===== config.mk =====
export PLATFORM = sky130hd
export DESIGN_NAME = cq_dual_scheduler
export DESIGN_NICKNAME = d
export VERILOG_FILES = /design/src/rtl/cqs_pkg.sv /design/src/rtl/cqs_queue_ctl.sv /design/src/rtl/cqs_arbiter.sv /design/src/rtl/cq_dual_scheduler.sv
export SDC_FILE = /design/constraint.sdc
export NUM_CORES = 1
export LEC_CHECK = 0
export BUFFER_PORTS_ARGS = -buffer_cell sky130_fd_sc_hd__buf_2
export CAP_MARGIN = 30
export CORE_MARGIN = 4
export CORE_UTILIZATION = 51
export CTS_CLUSTER_SIZE = 16
export DETAILED_ROUTE_END_ITERATION = 12
export PLACE_DENSITY = 0.77
export SYNTH_ARGS = -nofsm -noshare
export SYNTH_HDL_FRONTEND = slang
export SYNTH_HIERARCHICAL = 1
export SYNTH_SLANG_ARGS = --single-unit

===== constraint.sdc =====
create_clock -name clk -period 3.4 [get_ports clk]
set_input_delay 0.17 -clock clk [delete_from_list [all_inputs] [get_ports clk]]
set_output_delay 0.17 -clock clk [all_outputs]
set_load 0.02 [all_outputs]

===== src/rtl/cqs_pkg.sv =====
package cqs_pkg;

    localparam int unsigned CQS_IDX_W = 6;
    localparam int unsigned CQS_NQ    = 2;

    typedef enum logic {
        SRC_Q1 = 1'b0,
        SRC_Q2 = 1'b1
    } cqs_src_e;

    typedef struct packed {
        logic     busy;
        cqs_src_e owner;
    } cqs_conv_s;

    function automatic cqs_src_e cqs_pick(input logic q1_pending);
        return q1_pending ? SRC_Q1 : SRC_Q2;
    endfunction

endpackage


===== src/rtl/cqs_queue_ctl.sv =====
module cqs_queue_ctl #(
    parameter int unsigned IDX_W = 6
) (
    input  logic             clk,
    input  logic             rst,
    input  logic             trig,
    input  logic             freeze,
    input  logic             clr,
    input  logic             adv,
    input  logic [IDX_W-1:0] first_idx,
    input  logic [IDX_W-1:0] last_idx,
    output logic             running,
    output logic [IDX_W-1:0] ptr,
    output logic             done_flag
);

    logic accept;
    logic at_last;

    assign accept  = trig && !freeze && !running;
    assign at_last = (ptr == last_idx);

    always_ff @(posedge clk) begin
        if (rst) begin
            running <= 1'b0;
            ptr     <= '0;
        end else if (accept) begin
            running <= 1'b1;
            ptr     <= first_idx;
        end else if (adv) begin
            if (at_last) begin
                running <= 1'b0;
            end else begin
                ptr <= ptr + IDX_W'(1);
            end
        end
    end

    always_ff @(posedge clk) begin
        if (rst) begin
            done_flag <= 1'b0;
        end else if (adv && at_last) begin
            done_flag <= 1'b1;
        end else if (clr) begin
            done_flag <= 1'b0;
        end
    end

    // an active queue keeps its pointer unless the converter finishes its entry
    a_r6_run_holds: assert property (@(posedge clk) disable iff (rst)
        running && !adv |=> running && $stable(ptr));

    // a frozen idle queue cannot be armed
    a_r10_frozen_no_arm: assert property (@(posedge clk) disable iff (rst)
        freeze && !running |=> !running);

    // flag is sticky without a clear
    a_r5_flag_sticky: assert property (@(posedge clk) disable iff (rst)
        done_flag && !clr |=> done_flag);

    // the arbiter only advances a queue that is active
    a_r12_adv_needs_run: assert property (@(posedge clk) disable iff (rst)
        adv |-> running);

endmodule


===== src/rtl/cqs_arbiter.sv =====
module cqs_arbiter
    import cqs_pkg::*;
#(
    parameter int unsigned IDX_W = 6,
    parameter int unsigned NQ    = 2
) (
    input  logic                     clk,
    input  logic                     rst,
    input  logic                     freeze,
    input  logic [NQ-1:0]            run,
    input  logic [NQ-1:0][IDX_W-1:0] ptr,
    input  logic                     conv_done,
    output logic                     conv_start,
    output logic [IDX_W-1:0]         conv_idx,
    output logic [NQ-1:0]            adv,
    output logic                     busy
);

    cqs_conv_s cs;
    cqs_src_e  pick;
    logic      issue;
    logic      retire;

    assign pick   = cqs_pick(run[0]);
    assign issue  = !cs.busy && !freeze && (|run);
    assign retire = cs.busy && conv_done;

    always_ff @(posedge clk) begin
        if (rst) begin
            cs         <= '{busy: 1'b0, owner: SRC_Q1};
            conv_start <= 1'b0;
            conv_idx   <= '0;
        end else begin
            conv_start <= issue;
            if (issue) begin
                cs.busy  <= 1'b1;
                cs.owner <= pick;
                conv_idx <= (pick == SRC_Q1) ? ptr[0] : ptr[1];
            end else if (retire) begin
                cs.busy <= 1'b0;
            end
        end
    end

    assign adv[0] = retire && (cs.owner == SRC_Q1);
    assign adv[1] = retire && (cs.owner == SRC_Q2);
    assign busy   = cs.busy;

    // the request is a single-cycle pulse
    a_r3_single_pulse: assert property (@(posedge clk) disable iff (rst)
        conv_start |=> !conv_start);

    // no new request while one is outstanding
    a_r3_no_start_busy: assert property (@(posedge clk) disable iff (rst)
        cs.busy && !conv_done |=> !conv_start);

    // freeze blocks the next request
    a_r9_freeze_blocks: assert property (@(posedge clk) disable iff (rst)
        freeze |=> !conv_start);

endmodule


===== src/rtl/cq_dual_scheduler.sv =====
module cq_dual_scheduler
    import cqs_pkg::*;
#(
    parameter int unsigned IDX_W = CQS_IDX_W
) (
    input  logic             clk,
    input  logic             rst,
    input  logic             freeze,
    input  logic             q1_trig,
    input  logic [IDX_W-1:0] q1_first,
    input  logic [IDX_W-1:0] q1_last,
    input  logic             cf1_clr,
    input  logic             q2_trig,
    input  logic [IDX_W-1:0] q2_first,
    input  logic [IDX_W-1:0] q2_last,
    input  logic             cf2_clr,
    input  logic             conv_done,
    output logic             conv_start,
    output logic [IDX_W-1:0] conv_idx,
    output logic             conv_busy,
    output logic             q1_active,
    output logic             q2_active,
    output logic             cf1,
    output logic             cf2
);

    localparam int unsigned NQ = CQS_NQ;

    logic [NQ-1:0]            trig_v;
    logic [NQ-1:0]            clr_v;
    logic [NQ-1:0]            adv_v;
    logic [NQ-1:0]            run_v;
    logic [NQ-1:0]            flag_v;
    logic [NQ-1:0][IDX_W-1:0] first_v;
    logic [NQ-1:0][IDX_W-1:0] last_v;
    logic [NQ-1:0][IDX_W-1:0] ptr_v;

    assign trig_v     = {q2_trig, q1_trig};
    assign clr_v      = {cf2_clr, cf1_clr};
    assign first_v[0] = q1_first;
    assign first_v[1] = q2_first;
    assign last_v[0]  = q1_last;
    assign last_v[1]  = q2_last;

    for (genvar g = 0; g < NQ; g++) begin : g_q
        cqs_queue_ctl #(.IDX_W(IDX_W)) u_q (
            .clk       (clk),
            .rst       (rst),
            .trig      (trig_v[g]),
            .freeze    (freeze),
            .clr       (clr_v[g]),
            .adv       (adv_v[g]),
            .first_idx (first_v[g]),
            .last_idx  (last_v[g]),
            .running   (run_v[g]),
            .ptr       (ptr_v[g]),
            .done_flag (flag_v[g])
        );
    end

    cqs_arbiter #(.IDX_W(IDX_W), .NQ(NQ)) u_arb (
        .clk        (clk),
        .rst        (rst),
        .freeze     (freeze),
        .run        (run_v),
        .ptr        (ptr_v),
        .conv_done  (conv_done),
        .conv_start (conv_start),
        .conv_idx   (conv_idx),
        .adv        (adv_v),
        .busy       (conv_busy)
    );

    assign q1_active = run_v[0];
    assign q2_active = run_v[1];
    assign cf1       = flag_v[0];
    assign cf2       = flag_v[1];

    // a completion flag only rises from a done pulse, and the queue goes idle with it
    a_r4_cf1_from_done: assert property (@(posedge clk) disable iff (rst)
        $rose(cf1) |-> $past(conv_done) && !q1_active);
    a_r4_cf2_from_done: assert property (@(posedge clk) disable iff (rst)
        $rose(cf2) |-> $past(conv_done) && !q2_active);

endmodule


Word level (Yosys, flattened, before mapping)
Index checks and enable logic that the tools add are counted.
{"block": "classes", "addsub": 2, "mul": 0, "div": 0, "magnitude_cmp": 0, "n_eq_ne": 4, "n_shift": 0, "n_mux": 20, "n_bitwise": 1, "n_reduce_logical": 27}
{"cell": "2-to-1 mux 6 bit", "n": 7}
{"cell": "nonzero test 2 bit", "n": 7}
{"cell": "2-to-1 mux 1 bit", "n": 13}
{"cell": "adder 6 x 1 -> 6 bit (second input constant)", "n": 2}
{"cell": "equality test 6 bit", "n": 2}
{"cell": "logical AND 1 bit", "n": 11}
{"cell": "AND reduction 2 bit", "n": 4}
{"cell": "logical NOT 1 bit", "n": 4}
{"cell": "inequality test 2 x 1 -> 1 bit (second input constant)", "n": 2}
{"cell": "OR reduction 2 bit", "n": 1}
{"cell": "inverter 1 bit", "n": 1}
{"block": "totals", "register_bits": 25, "latch_bits": 0, "ram_bits": 0, "romBits": 0, "inputBits": 32, "elab_cells": 64, "mem_count": 0}

Logic depth before layout (Yosys ltp)
{"block": "logic_depth", "ltp_word": 5, "depth_mapped": 7, "ltp_nobuf": 6}

Modules after synthesis
The synthesis kept the hierarchy.
{"module": "cqs_queue_ctl", "n_inst": 2, "cells_per_inst": 83, "area_per_inst_um2": 656.9, "seq_area_each_um2": 160.2}
{"module": "cqs_arbiter", "n_inst": 1, "cells_per_inst": 43, "area_per_inst_um2": 446.7, "seq_area_each_um2": 180.2}

Worst setup path after synthesis
Ideal clock, no wire load.
{"block": "synth_path", "kind": "flip-flop to flip-flop", "startpoint": "register u_arb/busy (netlist name)", "endpoint": "register g_q[1].u_q.ptr[3]", "setup_ps": 78, "arrival_ps": 1634, "path_slack_ps": 1688, "stages_incl_launch_ff": 7, "path_buffers": 1, "period_less_slack_ps": 1712, "path_cell_list": "dfxtp_1 > and3_1 > clkbuf_2 > and3_1 > nor3_1 > or4_1 > nor3_1"}
{"block": "synth_via", "elab_chain_cells": 4}
{"element": "logical AND 1 bit", "line": "cqs_arbiter.sv:26", "text": "assign retire = cs.busy && conv_done;"}
{"element": "logical AND 1 bit", "line": "cqs_arbiter.sv:46", "text": "assign adv[1] = retire && (cs.owner == SRC_Q2);"}
{"element": "net adv_v[1]", "line": "cq_dual_scheduler.sv:31", "text": "logic [NQ-1:0] adv_v;"}
{"element": "nonzero test 2 bit (no line)"}
{"element": "AND reduction 2 bit (no line)"}
{"element": "end signal, assigned", "line": "cqs_queue_ctl.sv:29", "text": "ptr <= first_idx;"}
{"element": "end signal, assigned", "line": "cqs_queue_ctl.sv:34", "text": "ptr <= ptr + IDX_W'(1);"}
{"element": "end, declared", "line": "cqs_queue_ctl.sv:13", "text": "output logic [IDX_W-1:0] ptr,"}
The timed path passes the listed nets, and every way through them passes these cells.
A chain may end at the register's enable or synchronous reset.

Worst setup path after layout
{"block": "layout_path", "startpoint": "register g_q[0].u_q.running", "endpoint": "register g_q[0].u_q.ptr[3]"}
{"block": "layout_via", "elab_chain_cells": 4, "elab_cells_between_ends": 6, "classes_between": "1 x eq/ne; 1 x mux; 4 x reduce/logical"}
{"element": "start, declared", "line": "cqs_queue_ctl.sv:12", "text": "output logic running,"}
{"element": "start signal, assigned", "line": "cqs_queue_ctl.sv:25", "text": "running <= 1'b0;"}
{"element": "start signal, assigned", "line": "cqs_queue_ctl.sv:28", "text": "running <= 1'b1;"}
{"element": "start signal, assigned", "line": "cqs_queue_ctl.sv:32", "text": "running <= 1'b0;"}
{"element": "logical NOT 1 bit (*)", "line": "cqs_queue_ctl.sv:20", "text": "assign accept = trig && !freeze && !running;"}
{"element": "logical AND 1 bit (*)", "line": "cqs_queue_ctl.sv:20"}
{"element": "inequality test 2 x 1 -> 1 bit (no line) or nonzero test 2 bit (tied branches)"}
{"element": "AND reduction 2 bit (no line)"}
{"element": "end signal, assigned", "line": "cqs_queue_ctl.sv:29"}
{"element": "end signal, assigned", "line": "cqs_queue_ctl.sv:34"}
{"element": "end, declared", "line": "cqs_queue_ctl.sv:13"}
Every way passes the cells marked *; elsewhere a longest branch is shown, timed or not.

==> results.json <==
{
  "cp.arrival_ns": 2.22,
  "slew_viol_final": 0,
  "final_core_util_pct": 57.48,
  "clock-sinks": 25,
  "worst_slew_pin_slew_ns": 0.6030,
  "crit_buf_inv": 0,
  "diodes": 0,
  "clk_pin_slew_worst_paths_ns": 0.15,
  "num-fill-cells": 326,
  "grt_max_degree": 30,
  "first_global_vias": 1536,
  "cts_tree": "done",
  "cts_made_buffers": 3,
  "synth_area_um2": 1760,
  "timing.rr.end": "g_q[0].u_q/ptr[3]",
  "final_common_cell": "buf_2",
  "placed_cell_area_um2": 1891,
  "dr.pass1.iters": 4,
  "hold_end": "g_q[1].u_q/ptr[0]",
  "layout-area-overhead-vs-synth_pct": 8.955,
  "die_area_um2": 4456,
  "drcViolationCount": 0,
  "vias_per_cell": 5.897,
  "cts_resized": 0,
  "cp-end-kind": "register",
  "critPathSlowestCell": "dfxtp_1",
  "p_per_area_nw_per_um2": 332.4,
  "start_util_pct": 52.76,
  "final_area_um2": 1918,
  "whs_path_depth": 3,
  "required_ns": 3.65,
  "period_needed_ns": 1.970,
  "syn_nets": 243,
  "path_class": "reg -> reg",
  "hold_class": "in -> reg",
  "r2r_cells": 4,
  "async_flop_share_pct": 0,
  "io_pins": 44,
  "cp_slowest_stage_delay_ns": 0.68,
  "wl_per_cell_um": 14.53,
  "multi_input_area_um2": 1110,
  "syn_area_per_cell_um2": 8.423,
  "io_buffers": 43,
  "dr_total_vias": 1663,
  "setup_violations": 0,
  "ys_seq_area_share_pct": 28.43,
  "detail-route-antenna-nets": 0,
  "die_x_um": 66.75,
  "postSynthCellCount": 209,
  "hold_buffers": 0,
  "rr_startpoint": "g_q[0].u_q/running",
  "min_from": "q2_first[0]",
  "cts_max_path_buffers": 2,
  "finalWirelength_um": 4097,
  "hold_viol": 0,
  "dp_hpwl_um": 3003,
  "reg2reg_slack_ns": 1.43,
  "die_height_um": 66.75,
  "synth_edf_count": 0,
  "cts-htree-levels": 1,
  "crit_chain": "or3b_1 -> nor2_1 -> or4_1 -> nor3_1",
  "antenna_found_initial": 0,
  "critPathMaxFanout": 15,
  "max_freq_mhz": 507.6,
  "grt_pass1_wl_um": 6775,
  "regArea_um2": 500.5,
  "drive_above_1_share_pct": 28.81,
  "stdcell_count": 282,
  "pre_cts_slack_ns": 1.479,
  "core-area_um2": 3337,
  "start_kind": "register",
  "grtUsageTotal_pct": 19.21,
  "drtIter0Drc": 97,
  "fin_crit_sh_pct": 57.95,
  "status": "completed",
  "dp_cells": 278,
  "worst_slack_ns": 1.430,
  "rows": 21,
  "synthFlopType": "dfxtp_1",
  "maxCapViolCount": 0,
  "fin_skew_ns": 0.01091,
  "grt.overflow.total": 0,
  "ctsRootBufferMaster": "clkbuf_4",
  "ys_ff_latch": 25,
  "leakage_uw": 0.0007331,
  "yosysWarnings": 6,
  "ys_types": 42,
  "most-common-layout-cells": "buf_2, dfxtp_1, a21oi_1",
  "cts_setup_buffers": 0,
  "slew_headroom_pct": 59.65,
  "final_nets": 271,
  "peakVddDrop_uv": 151.1,
  "place.gp.congestion": 0.8918,
  "tns_ns": 0,
  "rsz0062_at_grt": "false",
  "insertion_delay_ns": 0.32,
  "crit_family": "simple AND/OR/NAND/NOR gates"
}
==> routing by layer <==
| layer | up-vias | share of wire, % | GRT usage, % |
|---|---|---|---|
| li1 | 833 | - | - |
| met1 | 765 | 47 | 26.36 |
| met2 | 63 | 45 | 30.94 |
| met3 | 2 | 7.9 | 3.035 |
| met4 | 0 | 0.59 | 5.330 |
| met5 | - | 0 | 0 |
==> sequential cells by signal (all words and copies together), names as in the netlist <==
register,cells
u_arb/cs,1
g_q.u_q/ptr,12
u_arb/conv_start,1
g_q.u_q/done_flag,2
g_q.u_q/running,2
u_arb/conv_idx,6
u_arb/busy,1
==> synth_stat cells (3+ instances only) <==
| library cell | n | area [um2] |
|---|---|---|
| dfxtp_1 | 25 | 500.5 |
| a21oi_1 | 16 | 80.08 |
| nor2_1 | 15 | 56.30 |
| nor3_1 | 14 | 70.07 |
| nand2_1 | 12 | 45.04 |
| nand4_1 | 12 | 75.07 |
| xnor2_1 | 12 | 105.1 |
| nor4_1 | 8 | 50.05 |
| buf_6 | 7 | 78.83 |
| a211oi_2 | 6 | 75.07 |
| mux2i_1 | 6 | 60.06 |
| nand2b_1 | 5 | 31.28 |
| a31oi_1 | 4 | 25.02 |
| and3_2 | 4 | 30.03 |
| buf_2 | 4 | 20.02 |
| o21ai_0 | 4 | 20.02 |
| or3_1 | 4 | 25.02 |
| a211oi_1 | 3 | 22.52 |
| and3_1 | 3 | 18.77 |
| buf_1 | 3 | 11.26 |
==> worst min-delay path, cell delays in order <==
cell,delay [ns]
buf_2,0.07
nand2_1,0.05
a41oi_2,0.11
==> through the flow <==
stage                     power, uW  hold slack [ns]
after global routing          668.7           0.1291
final                         637.6           0.1092
after floorplan               467.0           0.3411
after CTS                     639.6           0.1050
after global placement        504.1           0.4404
after detailed placement      504.8           0.4490
==> kinds of logic (layout without fill, tap and decap cells) <==
kind of cell               Yosys count  after routing  share of synthesized area (%)
adders and majority gates            2              2                          1.421
buffers and inverters               22             49                          8.529
DFF                                 25             25                          28.43
xor gates and xnor gates            12             12                          5.970
and+or+nand+nor                     97             97                          32.91
muxes                                8              8                          4.691
AOI/OAI and AO/OA                   43             43                          18.05
==> report_power, final <==
part	switching (uW)	internal (uW)
Combinational	93.0	69.8
Clock	93.5	44.0
Sequential	26.4	311
Total	213	425
==> cell type report <==
class / count / area share, %
multi-input cells: 162 / 57.86
clock buffers: 3 / 1.174
well taps: 46 / 3.001
flip-flops and latches: 25 / 26.09
repair buffers: 43 / 11.22
clock inverters: 1 / 0.2609
inverters: 2 / 0.3914
==> worst max-delay path by stage <==
| stage | cells after the start | to | startpoint | slack, ns |
|---|---|---|---|---|
| finish | 4 | g_q[0].u_q/ptr[3] | g_q[0].u_q/running | 1.43 |
| global route | 4 | g_q[0].u_q/ptr[3] | g_q[0].u_q/running | 1.28 |
| global placement | 4 | g_q[0].u_q/ptr[3] | g_q[0].u_q/running | 1.57 |
| detailed placement | 4 | g_q[0].u_q/ptr[3] | g_q[0].u_q/running | 1.48 |
| floorplan | 6 | g_q[1].u_q/ptr[3] | u_arb/busy | 1.69 |
| CTS | 4 | g_q[0].u_q/ptr[3] | g_q[0].u_q/running | 1.44 |
Note: power is estimated with default switching activity, not from simulation.
